`src/rtl/ivr_pkg.sv`:
```
package ivr_pkg;
    localparam int VEC_DW    = 4;
    localparam int VEC_BYTES = VEC_DW * 4;
    localparam int VEC_BITS  = VEC_DW * 32;
    localparam int CNT_W     = $clog2(VEC_DW);

    typedef enum logic [1:0] {
        ST_IDLE = 2'd0,
        ST_VEC  = 2'd1,
        ST_WB   = 2'd2
    } eng_st_e;

    localparam logic [2:0] RA_CTRL = 3'd0;
    localparam logic [2:0] RA_BASE = 3'd1;
    localparam logic [2:0] RA_RPTR = 3'd2;
    localparam logic [2:0] RA_WPTR = 3'd3;
    localparam logic [2:0] RA_WBLO = 3'd4;
    localparam logic [2:0] RA_WBHI = 3'd5;

    localparam int CB_RING  = 0;
    localparam int CB_INTR  = 1;
    localparam int CB_OVFEN = 2;
    localparam int CB_WBEN  = 3;
    localparam int CB_REARM = 4;
    localparam int CB_OVCLR = 5;
    localparam int CB_SZLO  = 8;
endpackage

```
`src/rtl/ivr_pack.sv`:
```
module ivr_pack
    import ivr_pkg::*;
(
    input  logic [7:0]          src,
    input  logic [27:0]         data,
    input  logic [7:0]          ring,
    input  logic [7:0]          vmid,
    input  logic [15:0]         pasid,
    output logic [VEC_BITS-1:0] vec
);
    logic [31:0] dw0, dw1, dw2, dw3;

    always_comb begin
        dw0 = {24'h0, src};
        dw1 = {4'h0, data};
        dw2 = {pasid, vmid, ring};
        dw3 = 32'h0;
        vec = {dw3, dw2, dw1, dw0};
    end
endmodule

```
`src/rtl/ivr_regs.sv`:
```
module ivr_regs
    import ivr_pkg::*;
#(
    parameter int MAX_LOG2_DW = 14,
    parameter int PTR_W       = MAX_LOG2_DW + 2
) (
    input  logic             clk,
    input  logic             rst_n,
    input  logic             reg_wr_en,
    input  logic [2:0]       reg_addr,
    input  logic [31:0]      reg_wdata,
    output logic [31:0]      reg_rdata,
    input  logic [PTR_W-1:0] wptr,
    input  logic             ovf,
    output logic             ring_en,
    output logic             intr_en,
    output logic             ovf_en,
    output logic             wb_en,
    output logic             rearm,
    output logic [31:0]      base,
    output logic [39:0]      wb_addr,
    output logic [PTR_W-1:0] rptr,
    output logic [PTR_W-1:0] ptr_mask,
    output logic             rptr_wr,
    output logic             wptr_wr,
    output logic             ovf_clr,
    output logic [PTR_W-1:0] ptr_wdata
);
    typedef struct packed {
        logic             ring_en;
        logic             intr_en;
        logic             ovf_en;
        logic             wb_en;
        logic             rearm;
        logic [3:0]       size;
        logic [31:0]      base;
        logic [31:0]      wb_lo;
        logic [7:0]       wb_hi;
        logic [PTR_W-1:0] rptr;
    } regs_t;

    regs_t     r_q, r_d;
    logic [3:0] size_eff;

    always_comb begin
        if (r_q.size < 4'd2)                    size_eff = 4'd2;
        else if (r_q.size > 4'(MAX_LOG2_DW))    size_eff = 4'(MAX_LOG2_DW);
        else                                    size_eff = r_q.size;
        ptr_mask  = PTR_W'(((PTR_W+1)'(4) << size_eff) - (PTR_W+1)'(1));
        ptr_wdata = reg_wdata[PTR_W-1:0] & ptr_mask & ~PTR_W'(VEC_BYTES-1);
        rptr_wr   = reg_wr_en && (reg_addr == RA_RPTR);
        wptr_wr   = reg_wr_en && (reg_addr == RA_WPTR);
        ovf_clr   = reg_wr_en && (reg_addr == RA_CTRL) && reg_wdata[CB_OVCLR];

        r_d = r_q;
        if (reg_wr_en) begin
            case (reg_addr)
                RA_CTRL: begin
                    r_d.ring_en = reg_wdata[CB_RING];
                    r_d.intr_en = reg_wdata[CB_INTR];
                    r_d.ovf_en  = reg_wdata[CB_OVFEN];
                    r_d.wb_en   = reg_wdata[CB_WBEN];
                    r_d.rearm   = reg_wdata[CB_REARM];
                    r_d.size    = reg_wdata[CB_SZLO +: 4];
                end
                RA_BASE: r_d.base  = reg_wdata;
                RA_RPTR: r_d.rptr  = ptr_wdata;
                RA_WBLO: r_d.wb_lo = reg_wdata;
                RA_WBHI: r_d.wb_hi = reg_wdata[7:0];
                default: ;
            endcase
        end

        case (reg_addr)
            RA_CTRL: reg_rdata = {20'h0, r_q.size, 3'b000, r_q.rearm, r_q.wb_en,
                                  r_q.ovf_en, r_q.intr_en, r_q.ring_en};
            RA_BASE: reg_rdata = r_q.base;
            RA_RPTR: reg_rdata = 32'(r_q.rptr);
            RA_WPTR: reg_rdata = {ovf, {(31-PTR_W){1'b0}}, wptr};
            RA_WBLO: reg_rdata = r_q.wb_lo;
            RA_WBHI: reg_rdata = {24'h0, r_q.wb_hi};
            default: reg_rdata = 32'h0;
        endcase
    end

    always_ff @(posedge clk or negedge rst_n) begin
        if (!rst_n) r_q <= '0;
        else        r_q <= r_d;
    end

    assign ring_en = r_q.ring_en;
    assign intr_en = r_q.intr_en;
    assign ovf_en  = r_q.ovf_en;
    assign wb_en   = r_q.wb_en;
    assign rearm   = r_q.rearm;
    assign base    = r_q.base;
    assign wb_addr = {r_q.wb_hi, r_q.wb_lo};
    assign rptr    = r_q.rptr;


    rptr_align_chk: assert property (@(posedge clk) disable iff (!rst_n)
        r_q.rptr[3:0] == 4'h0);
endmodule

```
`src/rtl/ivr_engine.sv`:
```
module ivr_engine
    import ivr_pkg::*;
#(
    parameter int PTR_W = 16
) (
    input  logic                clk,
    input  logic                rst_n,
    input  logic                ring_en,
    input  logic                ovf_en,
    input  logic                wb_en,
    input  logic [PTR_W-1:0]    ptr_mask,
    input  logic [PTR_W-1:0]    rptr,
    input  logic [31:0]         base,
    input  logic [39:0]         wb_addr,
    input  logic                wptr_wr,
    input  logic [PTR_W-1:0]    ptr_wdata,
    input  logic                ovf_clr,
    input  logic                evt_valid,
    input  logic [VEC_BITS-1:0] vec_in,
    output logic                evt_ready,
    output logic                mem_we,
    output logic [39:0]         mem_addr,
    output logic [31:0]         mem_wdata,
    output logic [PTR_W-1:0]    wptr,
    output logic                ovf
);
    typedef struct packed {
        eng_st_e             st;
        logic [CNT_W-1:0]    cnt;
        logic [PTR_W-1:0]    wptr;
        logic                ovf;
        logic [VEC_BITS-1:0] vec;
    } eng_t;

    eng_t             r_q, r_d;
    logic [PTR_W-1:0] wptr_step;
    logic             last_dw;

    always_comb begin
        r_d       = r_q;
        wptr_step = (r_q.wptr + PTR_W'(VEC_BYTES)) & ptr_mask;
        last_dw   = (r_q.cnt == CNT_W'(VEC_DW-1));
        if (ovf_clr) r_d.ovf = 1'b0;
        case (r_q.st)
            ST_IDLE: if (evt_valid && ring_en) begin
                r_d.vec = vec_in;
                r_d.cnt = '0;
                r_d.st  = ST_VEC;
            end
            ST_VEC: begin
                r_d.cnt = r_q.cnt + CNT_W'(1);
                if (last_dw) begin
                    r_d.wptr = wptr_step;
                    if (ovf_en && (wptr_step == rptr)) r_d.ovf = 1'b1;
                    r_d.st = wb_en ? ST_WB : ST_IDLE;
                end
            end
            ST_WB:   r_d.st = ST_IDLE;
            default: r_d.st = ST_IDLE;
        endcase
        if (wptr_wr) begin
            r_d.wptr = ptr_wdata;
            r_d.ovf  = 1'b0;
        end

        evt_ready = ring_en && (r_q.st == ST_IDLE);
        mem_we    = (r_q.st != ST_IDLE);
        if (r_q.st == ST_WB) begin
            mem_addr  = wb_addr;
            mem_wdata = {r_q.ovf, {(31-PTR_W){1'b0}}, r_q.wptr};
        end else begin
            mem_addr  = {base, 8'h00} + 40'(r_q.wptr) + 40'({r_q.cnt, 2'b00});
            mem_wdata = r_q.vec[32*r_q.cnt +: 32];
        end
    end

    always_ff @(posedge clk or negedge rst_n) begin
        if (!rst_n) r_q <= '0;
        else        r_q <= r_d;
    end

    assign wptr = r_q.wptr;
    assign ovf  = r_q.ovf;


    dword_step_chk: assert property (@(posedge clk) disable iff (!rst_n)
        (r_q.st == ST_VEC && !last_dw) |=>
        (mem_we && (mem_addr == $past(mem_addr) + 40'd4 || base != $past(base))));


    wptr_advance_chk: assert property (@(posedge clk) disable iff (!rst_n)
        (r_q.st == ST_VEC && last_dw && !wptr_wr) |=>
        (r_q.wptr == (($past(r_q.wptr) + PTR_W'(VEC_BYTES)) & $past(ptr_mask))));


    ovf_sticky_chk: assert property (@(posedge clk) disable iff (!rst_n)
        (r_q.ovf && !ovf_clr && !wptr_wr) |=> r_q.ovf);


    wptr_align_chk: assert property (@(posedge clk) disable iff (!rst_n)
        r_q.wptr[3:0] == 4'h0);
endmodule

```
`src/rtl/ivr_irq.sv`:
```
module ivr_irq #(
    parameter int PTR_W = 16
) (
    input  logic             clk,
    input  logic             rst_n,
    input  logic             intr_en,
    input  logic             rearm,
    input  logic [PTR_W-1:0] wptr,
    input  logic [PTR_W-1:0] rptr,
    input  logic             ovf,
    input  logic             rptr_wr,
    output logic             irq
);
    logic armed_q, armed_d;
    logic pending;

    always_comb begin
        pending = (wptr != rptr) || ovf;
        irq     = intr_en && pending && (!rearm || armed_q);
        armed_d = armed_q;
        if (irq)     armed_d = 1'b0;
        if (rptr_wr) armed_d = 1'b1;
    end

    always_ff @(posedge clk or negedge rst_n) begin
        if (!rst_n) armed_q <= 1'b1;
        else        armed_q <= armed_d;
    end


    rearm_pulse_chk: assert property (@(posedge clk) disable iff (!rst_n)
        (rearm && irq && !rptr_wr) |=> (!irq || !rearm));
endmodule

```
`src/rtl/ivr_ring_writer.sv`:
```
module ivr_ring_writer
    import ivr_pkg::*;
#(
    parameter int MAX_LOG2_DW = 14
) (
    input  logic        clk,
    input  logic        rst_n,
    input  logic        reg_wr_en,
    input  logic [2:0]  reg_addr,
    input  logic [31:0] reg_wdata,
    output logic [31:0] reg_rdata,
    input  logic        evt_valid,
    output logic        evt_ready,
    input  logic [7:0]  evt_src,
    input  logic [27:0] evt_data,
    input  logic [7:0]  evt_ring,
    input  logic [7:0]  evt_vmid,
    input  logic [15:0] evt_pasid,
    output logic        mem_we,
    output logic [39:0] mem_addr,
    output logic [31:0] mem_wdata,
    output logic        irq
);
    localparam int PTR_W = MAX_LOG2_DW + 2;

    logic                ring_en, intr_en, ovf_en, wb_en, rearm;
    logic [31:0]         base;
    logic [39:0]         wb_addr;
    logic [PTR_W-1:0]    rptr, wptr, ptr_mask, ptr_wdata;
    logic                rptr_wr, wptr_wr, ovf_clr, ovf;
    logic [VEC_BITS-1:0] vec;

    ivr_pack u_pack (
        .src(evt_src), .data(evt_data), .ring(evt_ring),
        .vmid(evt_vmid), .pasid(evt_pasid), .vec(vec)
    );

    ivr_regs #(.MAX_LOG2_DW(MAX_LOG2_DW), .PTR_W(PTR_W)) u_regs (
        .clk(clk), .rst_n(rst_n), .reg_wr_en(reg_wr_en), .reg_addr(reg_addr),
        .reg_wdata(reg_wdata), .reg_rdata(reg_rdata), .wptr(wptr), .ovf(ovf),
        .ring_en(ring_en), .intr_en(intr_en), .ovf_en(ovf_en), .wb_en(wb_en),
        .rearm(rearm), .base(base), .wb_addr(wb_addr), .rptr(rptr),
        .ptr_mask(ptr_mask), .rptr_wr(rptr_wr), .wptr_wr(wptr_wr),
        .ovf_clr(ovf_clr), .ptr_wdata(ptr_wdata)
    );

    ivr_engine #(.PTR_W(PTR_W)) u_engine (
        .clk(clk), .rst_n(rst_n), .ring_en(ring_en), .ovf_en(ovf_en),
        .wb_en(wb_en), .ptr_mask(ptr_mask), .rptr(rptr), .base(base),
        .wb_addr(wb_addr), .wptr_wr(wptr_wr), .ptr_wdata(ptr_wdata),
        .ovf_clr(ovf_clr), .evt_valid(evt_valid), .vec_in(vec),
        .evt_ready(evt_ready), .mem_we(mem_we), .mem_addr(mem_addr),
        .mem_wdata(mem_wdata), .wptr(wptr), .ovf(ovf)
    );

    ivr_irq #(.PTR_W(PTR_W)) u_irq (
        .clk(clk), .rst_n(rst_n), .intr_en(intr_en), .rearm(rearm),
        .wptr(wptr), .rptr(rptr), .ovf(ovf), .rptr_wr(rptr_wr), .irq(irq)
    );


    busy_ready_chk: assert property (@(posedge clk) disable iff (!rst_n)
        mem_we |-> !evt_ready);
endmodule

```
`config.mk`:
```
export PLATFORM = sky130hd
export DESIGN_NAME = ivr_ring_writer
export DESIGN_NICKNAME = d
export VERILOG_FILES = /design/src/rtl/ivr_pkg.sv /design/src/rtl/ivr_pack.sv /design/src/rtl/ivr_regs.sv /design/src/rtl/ivr_engine.sv /design/src/rtl/ivr_irq.sv /design/src/rtl/ivr_ring_writer.sv
export SDC_FILE = /design/constraint.sdc
export NUM_CORES = 1
export LEC_CHECK = 0
export ABC_AREA = 1
export ABC_CLOCK_PERIOD_IN_PS = 6630
export BUFFER_PORTS_ARGS = -buffer_cell sky130_fd_sc_hd__buf_2
export CORE_ASPECT_RATIO = 2
export CORE_UTILIZATION = 40
export CTS_CLUSTER_SIZE = 20
export DETAILED_ROUTE_END_ITERATION = 12
export HOLD_SLACK_MARGIN = 0.08
export RECOVER_POWER = 25
export SYNTH_ARGS = -nofsm -noshare
export SYNTH_HDL_FRONTEND = slang
export SYNTH_HIERARCHICAL = 1
export SYNTH_SLANG_ARGS = --single-unit
```
`constraint.sdc`:
```
create_clock -name clk -period 6.63 [get_ports clk]
set_input_delay 0.3315 -clock clk [delete_from_list [all_inputs] [get_ports clk]]
set_output_delay 0.3315 -clock clk [all_outputs]
set_load 0.02 [all_outputs]
```
# After elaboration in Yosys (flattened, before gate mapping)
# Index checks and enable logic that the tools add are counted.
# totals
wordCells	84
register_bits	183
inputBits	107
output_inout_bits	107
# classes
eq_ne	12
n_lt_le_gt_ge	2
bitwise	2
n_reduce_logical	28
n_addsub	5
n_shift	2
n_mux	17
# ops
op	n
$pmux 32 s6	1
$shiftx 128x8->32	1
$mux 17	3
$add 40x16->40	1
$add 40x4->40	1
$mux 40	1
$and 16x16->16	2
$mux 32	1
$reduce_and 2->1	9
$add 16x5->16 const B	1
$eq 16x16->1	1
$ne 16x16->1	1
$shl 3x4->16 const A	1
$sub 16x2->16 const B	1
$mux 4	3
$reduce_bool 2->1	5
$logic_and 1x1->1	9
$pmux 2 s2	2
$eq 3x2->1 const B	2
$eq 3x3->1 const B	2
$eq 2x2->1 const B	2
$gt 4x4->1 const B	1
$lt 4x2->1 const B	1
$mux 1	4
other kinds (9)	12

# Longest topological paths before layout
# Gate-level depths: netlist (run 1).
# logic_depth
word_depth	12
mapped_depth	16
mapped_depth_nobuf	15

# Modules after synthesis
# Netlist (run 1), hierarchy kept.
# by_module_without_submodules
module	cells_per_inst	area_each_um2	instances	seq_area_each_um2
ivr_engine	1137	9268.9	1	3728.6
ivr_regs	650	5176.2	1	2327.2
ivr_pack	129	964.7	1	0.0
ivr_irq	76	339.1	1	26.3

# Worst setup path before layout (run 1)
# No wires, ideal clock.
# synth_path
path_kind	reg-to-output
startpoint	register u_engine/r_q[146] in the netlist's numbering
endpoint	output port mem_addr[30]
t_arrival_ns	2.164
n_path_buf	1
slack_ns	4.134
path_stages_with_launch	15
required_ns	6.298
path_cell_list	dfrtp_1 -> inv_1 -> clkbuf_1 -> fa_1 -> inv_1 -> nand2_1 -> nor2_1 -> nand3_1 -> nand2_1 -> a21oi_1 -> inv_1 -> a21oi_1 -> xnor2_1 -> nand2_1 -> nand2_1
# synth_via
elab_chain_len	2
# synth_lines
element	line	source
start, declared	ivr_engine.sv:35	eng_t r_q, r_d;
start signal, assigned	ivr_engine.sv:79	else r_q <= r_d;
$add 40x4->40	ivr_engine.sv:72	mem_addr = {base, 8'h00} + 40'(r_q.wptr) + 40'({r_q.cnt, 2'b00});
$mux 40	ivr_engine.sv:68	if (r_q.st == ST_WB) begin
end, declared	ivr_ring_writer.sv:20	output logic [39:0] mem_addr,
# No other way between the ends.

# Final worst setup path (run 1)
# Same ends and word-level chain as after synthesis.

==> results.md, run 1 <==
* Status: finished, violations left
* Failing checks: capacitance limit, slew limit
* Arr. time, crit path at 3850 ps
* First-pass DRT Iterations at 5
* CTS H-tree lvls at 1
* Post-route setup slack at 2440 ps
* Global placer's final weighted congestion at 0.979
* Static leakage at 8.31 nW
* Via count at 13100
* Number of flops mapped to enable cells by yosys at 0
* Max-Cap Viols at 3
* Initial antenna violation count at 2
* R2r worst-path depth at 12
* Min-delay src: reg_wdata[13]
* Die width at 142 um
* Clk Latency, worst-skew pair at 540 ps
* TritonCTS clock tree: done
* Crit Path Class: register to primary output
* CTS Buf Count at 24
* GRT Total Usage at 0.238
* Rel. slew slack at -0.745
* Commonest non-fill, non-tap cells in the layout: nand2_1 (440), dfrtp_1 (241), buf_2 (210)
* RSZ-0062 raised after global routing: no
* Remaining DRCs at 0
* Setup WS pre-CTS at 2990 ps
* Final ANT Viol Nets at 0
* Row Count at 102
* Largest net degree at the start of global routing at 165
* Final Hold Fails at 0
* Layout cells sized above 1 at 0.203
* Combinational power share at 0.409
* Worst-path cell chain: inv_1 -> fa_1 -> inv_1 -> nand2_1 -> nor2_1 -> nand3_1 -> nand2_1 -> a21oi_1 -> inv_1 -> a21oi_1 -> xnor2_1 -> nand2_1 -> nand2_1 -> buf_2
* First-pass GRT wire length at 72.3 mm
* Worst hold path type: primary input to register
* Reg2reg start: u_engine/r_q[145]
* Cell variety after synth at 49
* Setup_tns at 0 ps
* Post-Route Skew at 14.2 ps
* Buf/Inv on CP at 4
* Worst Hold Path EP: u_regs/base[13]
* PnR Total Power at 6.64 mW
* Synth warn at 6
* Initial core utilization at 0.406
* Vias in the first global route at 13000
* #FFs+latches synth at 243
* CP delay by family, top: buffers and inverters
* Max-slew violation count at 109
* Root Driver: clkbuf_16
* CP max stage cell: inv_1
* Most common cell after layout, fill and taps aside: nand2_1
* Overflow left after global routing at 0
* CP Capture Type: primary output
* Cells after Synth at 1992
* Layout area overhead at 9.80%
* Deepest clock path buffer count at 3
* Synth Cell Area at 15700 sq um
* Crit path top cell by count: nand2_1
* Initial DRC count at 578
* Synthesized area per cell at 7.91 sq um
* Dpl hpwl at 34.6 mm
* WL per Instance at 18.3 um
* Critical path origin: u_engine/r_q[146]
* Reg2reg end: u_engine/ovf
* WL final at 47.7 mm
* Synth Flop Type: dfrtp_1
* Setup Buffers After CTS at 0
* Final setup viols at 0
* Peak VDD IR at 394 uV
* Crit-path max FO at 34
* Ant diodes at 0
* Final Cycle Share at 0.631
* Hold Path Stages at 3
* Reg2reg setup slack at 3890 ps
* WP data required at 6300 ps
* Post-DR vias/cell at 4.99
* Die Y at 283 um
* Clock Power Share at 0.222
* Cell-internal power at 3.94 mW
* Crit path time final at 4190 ps
* Crit path largest cell delay at 910 ps
* Sequential group share of total power at 0.369
* F_max at 239 MHz
* Boundary pin count at 214
* Pwr Density at 384 nW/um^2
* Worst-path clk slew at 70 ps
* Die Area at 40200 sq um
* Floorplan Core Area at 38800 sq um
* Asr flop ratio synth at 1.00
* Post-synthesis sequential area ratio at 0.386
* CP Launch Type: register
* Clock sink total at 243
* Nets at 2198
* Sw Share at 0.406
* Actual slew at the worst max-slew pin at 2620 ps
* Port Buffers at 213
* Sw Pwr at 2.70 mW
worst max-delay path by stage:
stage,to,slack [ps],cells past startpoint
floorplan,mem_addr[30],4130,14
global placement,mem_addr[30],2990,14
detailed placement,mem_addr[30],2990,14
CTS,mem_addr[30],2390,14
global route,mem_addr[30],2080,14
finish,mem_addr[30],2440,14
per-layer routing:
metal	GRT usage	part of all wire	vias to the layer above
met4	0.139	0.061	4
met1	0.233	0.35	6211
met2	0.463	0.54	358
li1	-	-	6354
met5	0	0.00048	-
met3	0.0347	0.045	123
state kept, by name, summed over array words and instances (netlist names):
name / count
u_engine/wptr: 16
u_engine/r_q: 132
u_regs/base: 32
u_regs/ovf_en: 1
u_engine/ovf: 1
u_regs/rearm: 1
u_irq/armed_q: 1
u_regs/r_q: 4
u_regs/intr_en: 1
u_regs/wb_en: 1
u_regs/ring_en: 1
u_regs/rptr: 12
u_regs/wb_addr: 40
through the flow:
step | hold slack (ps) | utilization | std cells | instance area (sq um)
finish | 100 | 0.446 | 2615 | 17300
CTS | 81.4 | 0.448 | 2615 | 17400
global placement | 365 | 0.404 | 2485 | 15700
detailed placement | 376 | 0.404 | 2485 | 15700
floorplan | 35.9 | - | 2062 | 16000
global route | 121 | 0.446 | 2615 | 17300
repair_timing:
action                                 CTS  global route
resized for setup                        0             0
hold buffers                            86             0
endpoints found under the hold margin  179             0
logic make-up (layout without fill, tap and decap cells):
family / count (synthesis) / count (layout) / synth area share
AOI/OAI and AO/OA: 313 / 313 / 0.113
xor gates and xnor gates: 17 / 17 / 0.00945
adders and majority gates: 14 / 14 / 0.0116
buffers and inverters: 488 / 521 / 0.177
DFF: 243 / 243 / 0.386
muxes: 128 / 128 / 0.0915
other: 3 / 73 / 0.000715
and+or+nand+nor: 786 / 786 / 0.210
cell usage after synthesis, types with 5 or more instances:
master / number / area [sq um]
a21oi_1: 45 / 225
a22o_1: 15 / 131
buf_2: 36 / 180
buf_4: 240 / 1800
clkbuf_1: 37 / 139
dfrtp_1: 242 / 6060
ha_1: 13 / 163
inv_1: 159 / 597
inv_2: 8 / 30.0
mux2_2: 128 / 1440
nand2_1: 437 / 1640
nand2_2: 6 / 37.5
nand3_1: 63 / 315
nand4_1: 37 / 231
nor2_1: 202 / 758
nor3_1: 11 / 55.1
o21ai_0: 117 / 586
o21ai_1: 79 / 395
o21ai_2: 9 / 78.8
o221ai_1: 15 / 131
o22ai_1: 17 / 106
or2_2: 5 / 31.3
xnor2_1: 12 / 105
xor2_1: 5 / 43.8
power by group through the flow:
stage	sequential (mW)	combinational (mW)	clock, mW
floorplan	2.27	2.16	0
CTS	2.45	2.77	1.51
detailed placement	2.47	2.72	0
global placement	2.45	2.68	0
global route	2.52	3.00	1.57
finish	2.45	2.72	1.47
cell type report:
cell class	count	area, sq um
inverters	167	627
well taps	520	651
clock inverters	10	141
multi-input cells	1331	7060
flip-flops and latches	243	6080
fillers	4007	21500
clock buffers	34	708
repair buffers	310	2020
tightest hold or removal path, delay by kind of cell:
kind	cells	cell delay, ps
AO/OA/AOI/OAI	1	130
buffers and inverters	2	140
No activity file was read; power rests on OpenSTA's default activity.
==> run 2, diff against run 1 <==
ABC_CLOCK_PERIOD_IN_PS = 3800   (was 6630)
clock period = 3.8 ns   (was 6.63 ns; I/O delays follow)
==> run 2 against run 1 <==
  * The run still ends with capacitance limit, slew limit left
  * Cell count grew 0.96%
  * Setup slack lost 2000 ps
  * Sequential power grew 74%
  * Sequential share of layout area shrank 0.50 points
  * Power grew 77%
  * Wire length grew 3.2%
  * Hold slack gained 120 ps
  * Flip-flop and latch count is the same
  * Critical path depth grew 1
  * Via count grew 2.0%
  * Design area grew 1.5%
  * Clock power grew 82%
  * Critical endpoint unchanged
  * Largest cell class unchanged
  * Largest power group unchanged
==> results.md, run 2 (synthesis gave the netlist of run 1 again) <==
* Top reg by flops: u_engine/r_q
* F_max at 296 MHz
* Arr. time, crit path at 3190 ps (-660 ps)
* Ant diodes at 0 (unchanged)
* CP Capture Type: primary output
* Initial core utilization at 0.406 (unchanged)
* Initial antenna violation count at 0 (-2)
* Worst-path clk slew at 60 ps (about the same)
* Row Count at 102 (unchanged)
* CTS Buf Count at 26 (+8.3%)
* Setup_tns at 0 ps (unchanged)
* Crit-path max FO at 7 (-79%)
* Crit Path Class: register to primary output
* Deepest clock path buffer count at 3 (unchanged)
* Post-DR vias/cell at 5.04 (+1.0%)
* Hold slack at 220 ps (+120 ps)
* Layout cells sized above 1 at 0.205 (+0.00138)
* Failing checks: capacitance limit, slew limit
* CTS H-tree lvls at 1 (unchanged)
* Dpl hpwl at 36.2 mm (+4.8%)
* Final ANT Viol Nets at 0 (unchanged)
* Status: finished, violations left
* Floorplan Core Area at 38800 sq um (unchanged)
* Pwr Density at 670 nW/um^2 (+75%)
* Final Hold Fails at 0 (unchanged)
* Final setup viols at 0 (unchanged)
* Overflow left after global routing at 0 (unchanged)
* Most common cell after layout, fill and taps aside: nand2_1
* Root Driver: clkbuf_16
* CP Launch Type: register
* Port Buffers at 213 (unchanged)
* Via count at 13300 (+2.0%)
* Max FFs per register at 132 (unchanged)
* Global placer's final weighted congestion at 0.966 (-1.3%)
* Die Area at 40200 sq um (unchanged)
* Clock sink total at 243 (unchanged)
* Actual slew at the worst max-slew pin at 2000 ps (-618 ps)
* First-pass DRT Iterations at 5 (unchanged)
* Worst hold path type: primary input to register
* First-pass GRT wire length at 75.3 mm (+4.3%)
* Clk Latency, worst-skew pair at 560 ps (+20 ps)
* Peak VDD IR at 471 uV (+20%)
* Static leakage at 8.43 nW (+1.4%)
* PnR Total Power at 11.8 mW (+77%)
* RSZ-0062 raised after global routing: no
* Largest net degree at the start of global routing at 98 (-41%)
* Post-Route Skew at 14.8 ps (+0.605 ps)
* Die width at 142 um (unchanged)
* Nets at 2222 (+1.1%)
* Die Y at 283 um (unchanged)
* Crit path time final at 3380 ps
* Final Cycle Share at 0.888
* Vias in the first global route at 13500 (+4.3%)
* Max-Cap Viols at 3 (unchanged)
* Hold Path Stages at 6 (+3)
* WL final at 49.3 mm (+3.2%)
* R2r worst-path depth at 11 (-1)
* Final instance area at 17500 sq um (+1.5%)
* WP data required at 3610 ps (-2690 ps)
* Boundary pin count at 214 (unchanged)
* Fillers at 4003 (-0.10%)
* WL per Instance at 18.7 um (+2.2%)
* Post-DP Area at 15800 sq um (+0.48%)
* Layout area overhead at 11.4%
* Initial DRC count at 636 (+10%)
* Remaining DRCs at 0 (unchanged)
* Rel. slew slack at -0.333 (+0.412)
* Max-slew violation count at 125 (+15%)
* GRT Total Usage at 0.248 (+0.0107)
* Commonest non-fill, non-tap cells in the layout: nand2_1 (440), dfrtp_1 (241), buf_2 (209)
* TritonCTS clock tree: done
## run 2: power breakdown
group | switching [mW] | total (mW) | internal [mW]
combinational | 2.95 | 4.82 | 1.87
clock | 1.11 | 2.67 | 1.56
sequential | 0.745 | 4.27 | 3.53
## run 2: worst paths after layout
kind                            slack (ps)                  to             start
worst max-delay path                   420        mem_addr[30]  u_engine/wptr[2]
worst min-delay path                   220    u_engine/wptr[1]         reg_wr_en
worst max register to register        1340        u_engine/ovf  u_engine/wptr[4]
worst min register to register         460       u_irq/armed_q     u_irq/armed_q
max in group asynchronous              920   u_engine/r_q[145]             rst_n
min in group asynchronous              650  u_regs/wb_addr[14]             rst_n
## run 2: routing by layer
metal,track usage,vias up,share of wire
met5,0,-,0
met4,0.179,0,0.076
met3,0.0356,151,0.045
met2,0.463,446,0.53
met1,0.248,6311,0.35
li1,-,6398,-
## run 2: final cells by class
type | instances | area, sq um | area share
Timing Repair Buffer | 332 | 2230 | 0.127
Multi-Input combinational cell | 1331 | 7080 | 0.404
Tap cell | 520 | 651 | 0.0371
Clock buffer | 34 | 691 | 0.0394
Clock inverter | 13 | 186 | 0.0106
Sequential cell | 243 | 6080 | 0.347
Inverter | 167 | 627 | 0.0357
## run 2: critical path, stage by stage, from the launching register on
cell and delay (ps):
dfrtp_1 450, ha_1 220, inv_1 60, fa_1 490
inv_1 140, nand2_1 80, nor2_1 150, nand3_1 90
nand2_1 110, a21oi_1 70, inv_1 140, a21oi_1 140
xnor2_1 160, nand2_1 90, nand2_1 70, buf_2 160
## run 2: what timing repair did
item	CTS	global route
endpoints found under the setup margin	0	0
gates resized for setup	0	0
endpoints found under the hold margin	222	0
hold buffers	101	0
setup buffers	0	0
## run 2: per-stage QoR
step                 util  setup WS, ps  instances
floorplan               -          1450       2062
global placement    0.406          1070       2492
detailed placement  0.406          1040       2492
CTS                 0.455           425       2640
global route        0.452           206       2640
finish              0.452           424       2640
